## config.mk

```make
export PLATFORM = sky130hd
export DESIGN_NAME = dem_mode_ctrl
export DESIGN_NICKNAME = d
export VERILOG_FILES = /design/src/rtl/dem_pkg.sv /design/src/rtl/dem_sample_decode.sv /design/src/rtl/dem_run_counter.sv /design/src/rtl/dem_mode_fsm.sv /design/src/rtl/dem_mode_ctrl.sv
export SDC_FILE = /design/constraint.sdc
export NUM_CORES = 1
export LEC_CHECK = 0
export BUFFER_PORTS_ARGS = -buffer_cell sky130_fd_sc_hd__buf_4
export CAP_MARGIN = 0
export CORE_AREA = 2 2 39 41
export CTS_CLUSTER_SIZE = 8
export DETAILED_ROUTE_END_ITERATION = 7
export DIE_AREA = 0 0 41 43
export GPL_ROUTABILITY_DRIVEN = 0
export SLEW_MARGIN = 10
export SYNTH_ARGS = -nofsm -noshare
export SYNTH_HDL_FRONTEND = slang
export SYNTH_SLANG_ARGS = --single-unit
```

## constraint.sdc

```tcl
create_clock -name clk -period 1.3 [get_ports clk]
set_input_delay 0.195 -clock clk [delete_from_list [all_inputs] [get_ports clk]]
set_output_delay 0.195 -clock clk [all_outputs]
set_load 0.01 [all_outputs]
```

## src/rtl/dem_pkg.sv

```systemverilog
package dem_pkg;
    typedef enum logic {
        ST_CCM = 1'b0,
        ST_DEM = 1'b1
    } dem_state_t;
endpackage

```

## src/rtl/dem_sample_decode.sv

```systemverilog
module dem_sample_decode (
    input  logic enable,
    input  logic pulse_stb,
    input  logic lg_on,
    input  logic phase_pos,
    output logic obs_pos,
    output logic obs_neg,
    output logic obs_idle_gate
);
    logic sampled;

    always_comb begin
        sampled       = enable & pulse_stb;
        obs_pos       = sampled & lg_on & phase_pos;
        obs_neg       = sampled & lg_on & ~phase_pos;
        obs_idle_gate = sampled & ~lg_on;
    end
endmodule

```

## src/rtl/dem_run_counter.sv

```systemverilog
module dem_run_counter #(
    parameter int RUN_LEN = 8
) (
    input  logic clk,
    input  logic rst_n,
    input  logic clr,
    input  logic inc,
    output logic hit
);
    localparam int CNT_W = (RUN_LEN < 2) ? 1 : $clog2(RUN_LEN);
    localparam logic [CNT_W-1:0] LAST = CNT_W'(RUN_LEN - 1);

    logic [CNT_W-1:0] cnt;

    always_comb begin
        hit = inc & ~clr & (cnt == LAST);
    end

    always_ff @(posedge clk) begin
        if (!rst_n) begin
            cnt <= '0;
        end else if (clr || hit) begin
            cnt <= '0;
        end else if (inc) begin
            cnt <= cnt + 1'b1;
        end
    end
endmodule

```

## src/rtl/dem_mode_fsm.sv

```systemverilog
module dem_mode_fsm
    import dem_pkg::*;
(
    input  logic       clk,
    input  logic       rst_n,
    input  logic       enable,
    input  logic       run_hit,
    input  logic       obs_neg,
    output dem_state_t state,
    output logic       dem_mode,
    output logic       lg_en,
    output logic       win_step
);
    dem_state_t state_nx;

    always_comb begin
        state_nx = state;
        unique case (state)
            ST_CCM: if (enable && run_hit) state_nx = ST_DEM;
            ST_DEM: if (!enable || obs_neg) state_nx = ST_CCM;
        endcase
    end

    always_ff @(posedge clk) begin
        if (!rst_n) state <= ST_CCM;
        else        state <= state_nx;
    end

    always_comb begin
        dem_mode = 1'b0;
        lg_en    = 1'b1;
        win_step = 1'b0;
        unique case (state)
            ST_CCM: begin
                dem_mode = 1'b0;
                lg_en    = 1'b1;
                win_step = 1'b0;
            end
            ST_DEM: begin
                dem_mode = 1'b1;
                lg_en    = 1'b0;
                win_step = 1'b1;
            end
        endcase
    end
endmodule

```

## src/rtl/dem_mode_ctrl.sv

```systemverilog
module dem_mode_ctrl
    import dem_pkg::*;
#(
    parameter int RUN_LEN = 8
) (
    input  logic clk,
    input  logic rst_n,
    input  logic enable,
    input  logic pulse_stb,
    input  logic lg_on,
    input  logic phase_pos,
    output logic dem_mode,
    output logic lg_en,
    output logic win_step
);
    logic       obs_pos, obs_neg, obs_idle_gate;
    logic       run_hit, run_clr, run_inc;
    dem_state_t state;

    dem_sample_decode u_dec (
        .enable        (enable),
        .pulse_stb     (pulse_stb),
        .lg_on         (lg_on),
        .phase_pos     (phase_pos),
        .obs_pos       (obs_pos),
        .obs_neg       (obs_neg),
        .obs_idle_gate (obs_idle_gate)
    );

    // any non-qualifying strobe, diode mode, or disable clears the run
    always_comb begin
        run_inc = obs_pos & (state == ST_CCM);
        run_clr = ~enable | (state == ST_DEM) | obs_neg | obs_idle_gate;
    end

    dem_run_counter #(.RUN_LEN(RUN_LEN)) u_cnt (
        .clk   (clk),
        .rst_n (rst_n),
        .clr   (run_clr),
        .inc   (run_inc),
        .hit   (run_hit)
    );

    dem_mode_fsm u_fsm (
        .clk      (clk),
        .rst_n    (rst_n),
        .enable   (enable),
        .run_hit  (run_hit),
        .obs_neg  (obs_neg),
        .state    (state),
        .dem_mode (dem_mode),
        .lg_en    (lg_en),
        .win_step (win_step)
    );
endmodule

```

# Yosys cells after proc, flatten, opt, wreduce, memory -nomap -nowiden
# Cells that the tools add are included.
[word_totals]
reg_bits = 4
inputBits = 6
output_inout_bits = 3
wordCells = 31
[op_classes]
n_addsub = 1
eq_ne = 1
n_mux = 5
bitwise = 17
n_reduce_logical = 5
[op_table]
columns = ["op", "count"]
rows = [
  ["1-bit bitwise AND", 8],
  ["1-bit inverter", 6],
  ["1-bit one-hot mux with 2 select lines", 3],
  ["3-bit by 1-bit adder with 3-bit output, second input constant", 1],
  ["3-bit equality test, second input constant", 1],
  ["1-bit bitwise OR", 3],
  ["1-bit logical OR", 2],
  ["1-bit 2-to-1 mux", 2],
  ["2-bit OR reduction", 1],
  ["1-bit logical AND", 1],
  ["1-bit logical NOT", 1],
]

# Logic depth before layout (Yosys ltp)
# Gate-level depths: netlist of run 1.
[depth]
word_depth = 11
mapped_depth = 4

# Cells and area by module
# A second synthesis of run 1 with hierarchy kept.
[unflattened]
hier_cells = 29
hier_area_um2 = 271.5
[modules_own_cells]
columns = ["module", "instances", "cells_each", "area_each_um2", "seq_area_each_um2"]
rows = [
  ["dem_run_counter", 1, 16, 161.4, 60.1],
  ["dem_mode_fsm", 1, 8, 63.8, 20.0],
  ["dem_sample_decode", 1, 3, 27.5, 0.0],
  ["dem_mode_ctrl", 1, 2, 18.8, 0.0],
]

# Worst setup path after synthesis of run 1
# OpenSTA, ideal clock, no wires.
[synth_timing]
kind = "register to register"
start = "register u_cnt.cnt[0]"
end = "register u_cnt.cnt[1]"
setup_time_ns = 0.070
arrival_time_ns = 1.307
t_required_ns = 1.230
slack_ns = -0.077
path_stages_with_launch = 5
synth_period_minus_slack_ns = 1.377
cell_sequence = "dfxtp_1 > ha_1 > ha_1 > or4b_1 > a21oi_1"
[synth_via]
elab_chain_cells = 4
[synth_rtl]
columns = ["element", "line_no", "source"]
rows = [
  ["start: declaration", "dem_run_counter.sv:13", "logic [CNT_W-1:0] cnt;"],
  ["start signal: assignment", "dem_run_counter.sv:25", "cnt <= cnt + 1'b1;"],
  ["3-bit equality test", "dem_run_counter.sv:16", "hit = inc & ~clr & (cnt == LAST);"],
  ["1-bit bitwise AND", "dem_run_counter.sv:16", ""],
  ["1-bit logical OR", "dem_run_counter.sv:22", "end else if (clr || hit) begin"],
  ["2-bit OR reduction (no source line)", "--", ""],
]
# Parallel ways exist; a longest one is shown, timed or not.
# A chain may end at the register's enable or synchronous reset.

# Worst setup path after layout of run 1
[layout_timing]
start = "register u_cnt.cnt[0]"
end = "register u_cnt.cnt[0]"
# The elaborated chain is that of the path after synthesis.

==> metrics.csv, run 1 <==
metric;value;unit
crit path max-delay cell type;sky130_fd_sc_hd__or4_4;
# fillers;155;
worst hold slack;0.238;ns
synthesized flop and latch total;4;
total routing resource utilization after global routing;0.0884;
share of final-layout standard cells stronger than drive strength 1;0.692;
post-synthesis sequential area ratio;0.356;
RSZ-0062 raised after global routing;true;
largest incremental delay on the critical path;0.51;ns
Placement Rows;14;
crit path launch type;register;
global-route wire length before repair;938;um
Inst Count DP;50;
instance count of the mapped netlist;25;
max_slew headroom;0.840;
crit path time final;1.38;ns
critical path class;register to register;
CTS sink cnt;4;
dominant cell type by count on the critical path;sky130_fd_sc_hd__ha_4;
DIE HEIGHT;43;um
failing checks;negative setup slack;
number of nets still failing antenna checks after routing;0;
TritonCTS buffer count;3;
nets@finish;49;
H-tree level count;1;
Clk pin slew, worst setup/hold paths;0.04;ns
growth of design area from synthesis to finish;79.4;%
antenna violations before repair;0;
post-synthesis net count;33;
Hold Vio Cnt, Final;0;
Synth Cell Area;225;um^2
combined area of the multi-input logic cells;185;um^2
drt initial violations;8;
mean number of vias per cell;4.67;
Max FO, Critical Path;4;
Hold Crit Class;input pin to register;
initial standard-cell utilization of the core;0.163;
summed area of non-filler cells in the final layout;404;um^2
Placed Area;340;um^2
max-slew violation count;0;
Final Core Density;0.292;
combined flip-flop and latch cell area;82.6;um^2
remaining routing DRC violations;0;
WP data required;1.46;ns
kind of cell adding the most delay to the critical path;simple AND/OR/NAND/NOR gates;
core region area;1380;um^2
maximum buffer depth of the clock tree;2;
detailed placer's ending HPWL;405;um
Arr. time, crit path;1.54;ns
number of global-route vias before repair;236;
vias after detailed routing;257;
die span in x;41;um
Final Worst Setup Slack;-0.0768;ns
Clock Skew;0.00715;ns
ports placed on the boundary;9;
Routed WL per cell;10.9;um
Root Buffer Master;sky130_fd_sc_hd__clkbuf_4;
Yosys warning total;0;
measured slew at the worst slew-check pin;0.238;ns
number of input and output port buffers inserted;8;
run status;complete, but fails checks;
total wire length;598;um
post-route clock period utilization;1.06;
MaxCap Viol Count;0;
maximum frequency from static timing analysis;726;MHz
pin count of the biggest net entering global routing;8;
number of distinct standard cells referenced by the synthesized netlist;15;
average cell area after synthesis;9.01;um^2
reported leakage power;0.150;nW
total buffers and inverters traversed by the critical path;0;
# diodes;0;
clock tree from TritonCTS;built;
Power Density;775;nW/um^2
Final setup violation count;3;
Skew-Pair Late Insertion Delay;0.24;ns
maximum VDD drop;0.000401;V
area of the die;1760;um^2
DR pass1 iterations;4;
Critical Path, Cell by Cell;ha_4 -> ha_4 -> or4_4 -> a21oi_2;
type of element capturing the critical path;register;
post-layout instance count excluding filler cells;55;
total power of the final layout;0.313;mW
total overflow reported by the global router;0;
## flip-flops by register name, indices dropped and copies added, names as in the netlist
name / count
u_cnt.cnt: 3
u_fsm.state: 1
## final timing paths
path | from | end | slack, ns | cells after the start
min reg2reg | u_cnt.cnt[1] | u_cnt.cnt[1] | 0.52 | 2
max reg2reg | u_cnt.cnt[0] | u_cnt.cnt[0] | -0.08 | 4
min | rst_n | u_fsm.state | 0.24 | 3
max | u_cnt.cnt[0] | u_cnt.cnt[0] | -0.08 | 4
## per-stage QoR
step | TNS [ns] | worst slack (ns)
2_1_floorplan | -0.00219 | -0.00147
3_3_place_gp | -0.126 | -0.0518
3_5_place_dp | -0.137 | -0.0478
4_1_cts | -0.152 | -0.0606
5_1_grt | -0.372 | -0.141
6_report | -0.210 | -0.0768
## layer usage
layer  share of wire  wire length (um)  vias up  track usage
met5               0                 0        -            0
met4               0                 0        0       0.0600
met3            0.13                75        0       0.0942
met2            0.49               291       11        0.103
met1            0.39               231      124       0.0900
li1                -                 -      122            -
## area by class of cell
| cell class | count | area share |
|---|---|---|
| inverters | 1 | 0.00929 |
| repair buffers | 12 | 0.223 |
| multi-input cells | 19 | 0.458 |
| clock buffers | 3 | 0.0557 |
| well taps | 16 | 0.0495 |
| flip-flops and latches | 4 | 0.204 |
## logic make-up (layout without fill, tap and decap cells)
kind of cell / Yosys count / in the layout / share of synthesized area
and+or+nand+nor: 9 / 9 / 0.267
AOI/OAI and AO/OA: 8 / 8 / 0.217
DFF: 4 / 4 / 0.356
adders and majority gates: 2 / 2 / 0.111
buffers and inverters: 2 / 16 / 0.0500
## tightest hold or removal path, delay by kind of cell
family | cells | cell delay, ns
AND/OR/NAND/NOR | 2 | 0.13
buffers and inverters | 1 | 0.11
## power by group
group	switching (mW)	internal, mW
combinational	0.0154	0.0150
sequential	0.000289	0.124
clock	0.0552	0.104
## synth_stat cells
cell type | instances | share of area
sky130_fd_sc_hd__a21oi_1 | 3 | 0.067
sky130_fd_sc_hd__or4b_1 | 2 | 0.089
sky130_fd_sc_hd__nand2_1 | 2 | 0.033
sky130_fd_sc_hd__nand2b_1 | 1 | 0.028
sky130_fd_sc_hd__buf_4 | 1 | 0.033
sky130_fd_sc_hd__inv_1 | 1 | 0.017
sky130_fd_sc_hd__or4_1 | 1 | 0.033
sky130_fd_sc_hd__nand3_2 | 1 | 0.044
sky130_fd_sc_hd__a41oi_1 | 1 | 0.039
sky130_fd_sc_hd__a211o_2 | 1 | 0.044
sky130_fd_sc_hd__nor2_1 | 1 | 0.017
sky130_fd_sc_hd__dfxtp_1 | 4 | 0.36
sky130_fd_sc_hd__nor3_1 | 1 | 0.022
sky130_fd_sc_hd__o21ai_0 | 3 | 0.067
sky130_fd_sc_hd__ha_1 | 2 | 0.11
## repair_timing
| action | 4_1_cts | 5_1_grt |
|---|---|---|
| resized for setup | 2 | 4 |
| buffers inserted | 1 | 1 |
| gates cloned | 0 | 0 |
| pin swaps | 3 | 3 |
| endpoints found under the setup margin | 3 | 3 |
| hold buffers | 0 | 0 |
## layout by cell type, fill, tap and decap left out, drive strengths merged
cell,synthesis,routed
or4,1,1
ha,2,2
nand2b,1,1
buf,1,12
o21ai,3,3
a211o,1,1
or4b,2,2
nand2,2,2
clkbuf,0,3
nor3,1,1
inv,1,1
a41oi,1,1
a21oi,3,3
dfxtp,4,4
nor2,1,1
nand3,1,1
(Power assumes the default switching activity.)
==> run 2: changes to the inputs <==
--- a/config.mk
+++ b/config.mk
@@ -5,7 +5,7 @@
 export SDC_FILE = /design/constraint.sdc
 export NUM_CORES = 1
 export LEC_CHECK = 0
-export BUFFER_PORTS_ARGS = -buffer_cell sky130_fd_sc_hd__buf_4
+export BUFFER_PORTS_ARGS = -buffer_cell sky130_fd_sc_hd__buf_2
 export CAP_MARGIN = 0
 export CORE_AREA = 2 2 39 41
 export CTS_CLUSTER_SIZE = 8
==> run 2 against run 1 <==
- the run still ends with negative setup slack left
- critical path depth is the same
- clock-buffer cell count is the same
- clock power shrank 3%
- sequential cell count is the same
- cell area shrank 11%
- global-route usage shrank 0.90 points
- fmax shrank 0.55%
- largest power group unchanged
- highest routed layer unchanged
==> metrics.csv, run 2 (synthesis gave the netlist of run 1 again) <==
metric;value;unit;change
clock tree from TritonCTS;built;;
MaxCap Viol Count;0;;unchanged
Top Registers;u_cnt.cnt (3), u_fsm.state (1);;
endpoint of the worst hold path;u_fsm.state;;
Hold Crit Class;input pin to register;;
maximum frequency from static timing analysis;722;MHz;-0.55%
antenna violations before repair;0;;unchanged
maximum VDD drop;0.000612;V;+53%
reg2reg setup slack;-0.08;ns;about the same
beginning of the worst hold path;rst_n;;
growth of design area from synthesis to finish;58.9;%;
WP data required;1.46;ns;about the same
run status;complete, but fails checks;;
Worst Hold Path Cells;3;;unchanged
CTS sink cnt;4;;unchanged
critical path class;register to register;;
Max FO, Critical Path;4;;unchanged
initial standard-cell utilization of the core;0.163;;unchanged
max-slew violation count;0;;unchanged
type of element capturing the critical path;register;;
FF-to-FF Start;u_cnt.cnt[0];;
TritonCTS buffer count;3;;unchanged
Final Worst Setup Slack;-0.0844;ns;-0.00755 ns
worst-case setup slack after placement;-0.0626;ns;-0.0148 ns
number of cells traversed by the worst register-to-register path;4;;unchanged
Placement Rows;14;;unchanged
crit path time final;1.38;ns;+0.00755 ns
area of the die;1760;um^2;unchanged
Power Density;843;nW/um^2;+8.8%
failing checks;negative setup slack;;
worst hold slack;0.233;ns;-0.00437 ns
drt initial violations;5;;-3
RSZ-0062 raised after global routing;true;;
Arr. time, crit path;1.54;ns;about the same
Routed WL per cell;10.4;um;-4.6%
nets@finish;48;;-2.0%
reported leakage power;0.137;nW;-8.8%
vias after detailed routing;236;;-8.2%
pin count of the biggest net entering global routing;8;;unchanged
H-tree level count;1;;unchanged
number of flip-flops under the largest register name;3;;unchanged
# diodes;0;;unchanged
hold-fix buffers at CTS;0;;unchanged
Hold Vio Cnt, Final;0;;unchanged
mean number of vias per cell;4.37;;-6.5%
DIE HEIGHT;43;um;unchanged
Root Buffer Master;sky130_fd_sc_hd__clkbuf_4;;
total overflow reported by the global router;0;;unchanged
die span in x;41;um;unchanged
global-route wire length before repair;883;um;-5.9%
ports placed on the boundary;9;;unchanged
# fillers;153;;-1.3%
number of global-route vias before repair;227;;-3.8%
max_slew headroom;0.825;;-0.0146
Clock Skew;0.00636;ns;-0.000788 ns
Skew-Pair Late Insertion Delay;0.24;ns;about the same
most common library cell in the layout ignoring fill and taps;sky130_fd_sc_hd__buf_2;;
total routing resource utilization after global routing;0.0793;;-0.00904
number of nets still failing antenna checks after routing;0;;unchanged
DR pass1 iterations;4;;unchanged
Clk pin slew, worst setup/hold paths;0.04;ns;about the same
register with the most flip-flops;u_cnt.cnt;;
post-route clock period utilization;1.06;;+0.00580
number of input and output port buffers inserted;8;;unchanged
share of final-layout standard cells stronger than drive strength 1;0.579;;-0.113
core region area;1380;um^2;unchanged
remaining routing DRC violations;0;;unchanged
maximum buffer depth of the clock tree;2;;unchanged
total wire length;560;um;-6.4%
commonest non-fill, non-tap cells in the layout;sky130_fd_sc_hd__buf_2, sky130_fd_sc_hd__o21ai_0, sky130_fd_sc_hd__clkbuf_4, sky130_fd_sc_hd__buf_4;;
Crit Reg-Reg Endpoint;u_cnt.cnt[1];;
Final setup violation count;3;;unchanged
crit path launch type;register;;
measured slew at the worst slew-check pin;0.260;ns;+0.0217 ns
-- run 2: cell types whose count changed in the layout (fill, tap and decap cells not counted) --
cell | before | now
sky130_fd_sc_hd__a21oi_1 | 0 | 2
sky130_fd_sc_hd__a21oi_2 | 3 | 1
sky130_fd_sc_hd__a41oi_1 | 0 | 1
sky130_fd_sc_hd__a41oi_2 | 1 | 0
sky130_fd_sc_hd__buf_2 | 0 | 8
sky130_fd_sc_hd__buf_4 | 12 | 3
sky130_fd_sc_hd__or4_1 | 0 | 1
sky130_fd_sc_hd__or4_4 | 1 | 0
-- run 2: worst max path at each step --
stage                      start      endpoint
floorplan           u_cnt.cnt[1]  u_cnt.cnt[2]
global placement    u_cnt.cnt[1]  u_cnt.cnt[1]
detailed placement  u_cnt.cnt[0]  u_cnt.cnt[1]
CTS                 u_cnt.cnt[1]  u_cnt.cnt[1]
global route        u_cnt.cnt[0]  u_cnt.cnt[1]
finish              u_cnt.cnt[0]  u_cnt.cnt[1]
-- run 2: worst max-delay path, stage by stage (launching register included) --
cell	delay (ns)
sky130_fd_sc_hd__dfxtp_2	0.32
sky130_fd_sc_hd__ha_4	0.16
sky130_fd_sc_hd__ha_4	0.16
sky130_fd_sc_hd__or4b_4	0.52
sky130_fd_sc_hd__a21oi_2	0.15
-- run 2: timing repair --
action	CTS	global route
setup buffers	1	0
resized for setup	0	2
setup endpoints to repair	3	3
pin swaps	1	4
-- run 2: power by group --
part / switching (mW) / internal, mW
sequential: 0.000303 / 0.124
combinational: 0.0138 / 0.00986
clock: 0.0507 / 0.103
-- run 2: per-layer routing --
| layer | routed length [um] | part of all wire | vias up | track usage |
|---|---|---|---|---|
| met4 | 0 | 0 | 0 | 0.0400 |
| met3 | 59 | 0.11 | 0 | 0.0628 |
| met2 | 222 | 0.40 | 11 | 0.0969 |
| met5 | 0 | 0 | - | 0 |
| li1 | - | - | 121 | - |
| met1 | 278 | 0.50 | 104 | 0.0965 |
-- run 2: layout make-up --
cell class                      instances  area (um^2)  area share
Multi-Input combinational cell         19          166       0.465
Tap cell                               16         20.0      0.0559
Clock buffer                            3         22.5      0.0629
Inverter                                1         3.75      0.0105
Sequential cell                         4         82.6       0.231
Timing Repair Buffer                   11         62.6       0.175
-- run 2: through the flow --
stage / TNS, ns / cells / utilization / power [mW] / cell area (um^2)
2_1_floorplan: -0.00219 / 25 / - / 0.135 / 253
3_3_place_gp: -0.117 / 50 / 0.231 / 0.148 / 320
3_5_place_dp: -0.137 / 50 / 0.231 / 0.148 / 320
4_1_cts: -0.163 / 54 / 0.253 / 0.306 / 350
5_1_grt: -0.343 / 54 / 0.259 / 0.316 / 358
6_report: -0.150 / 54 / 0.259 / 0.302 / 358
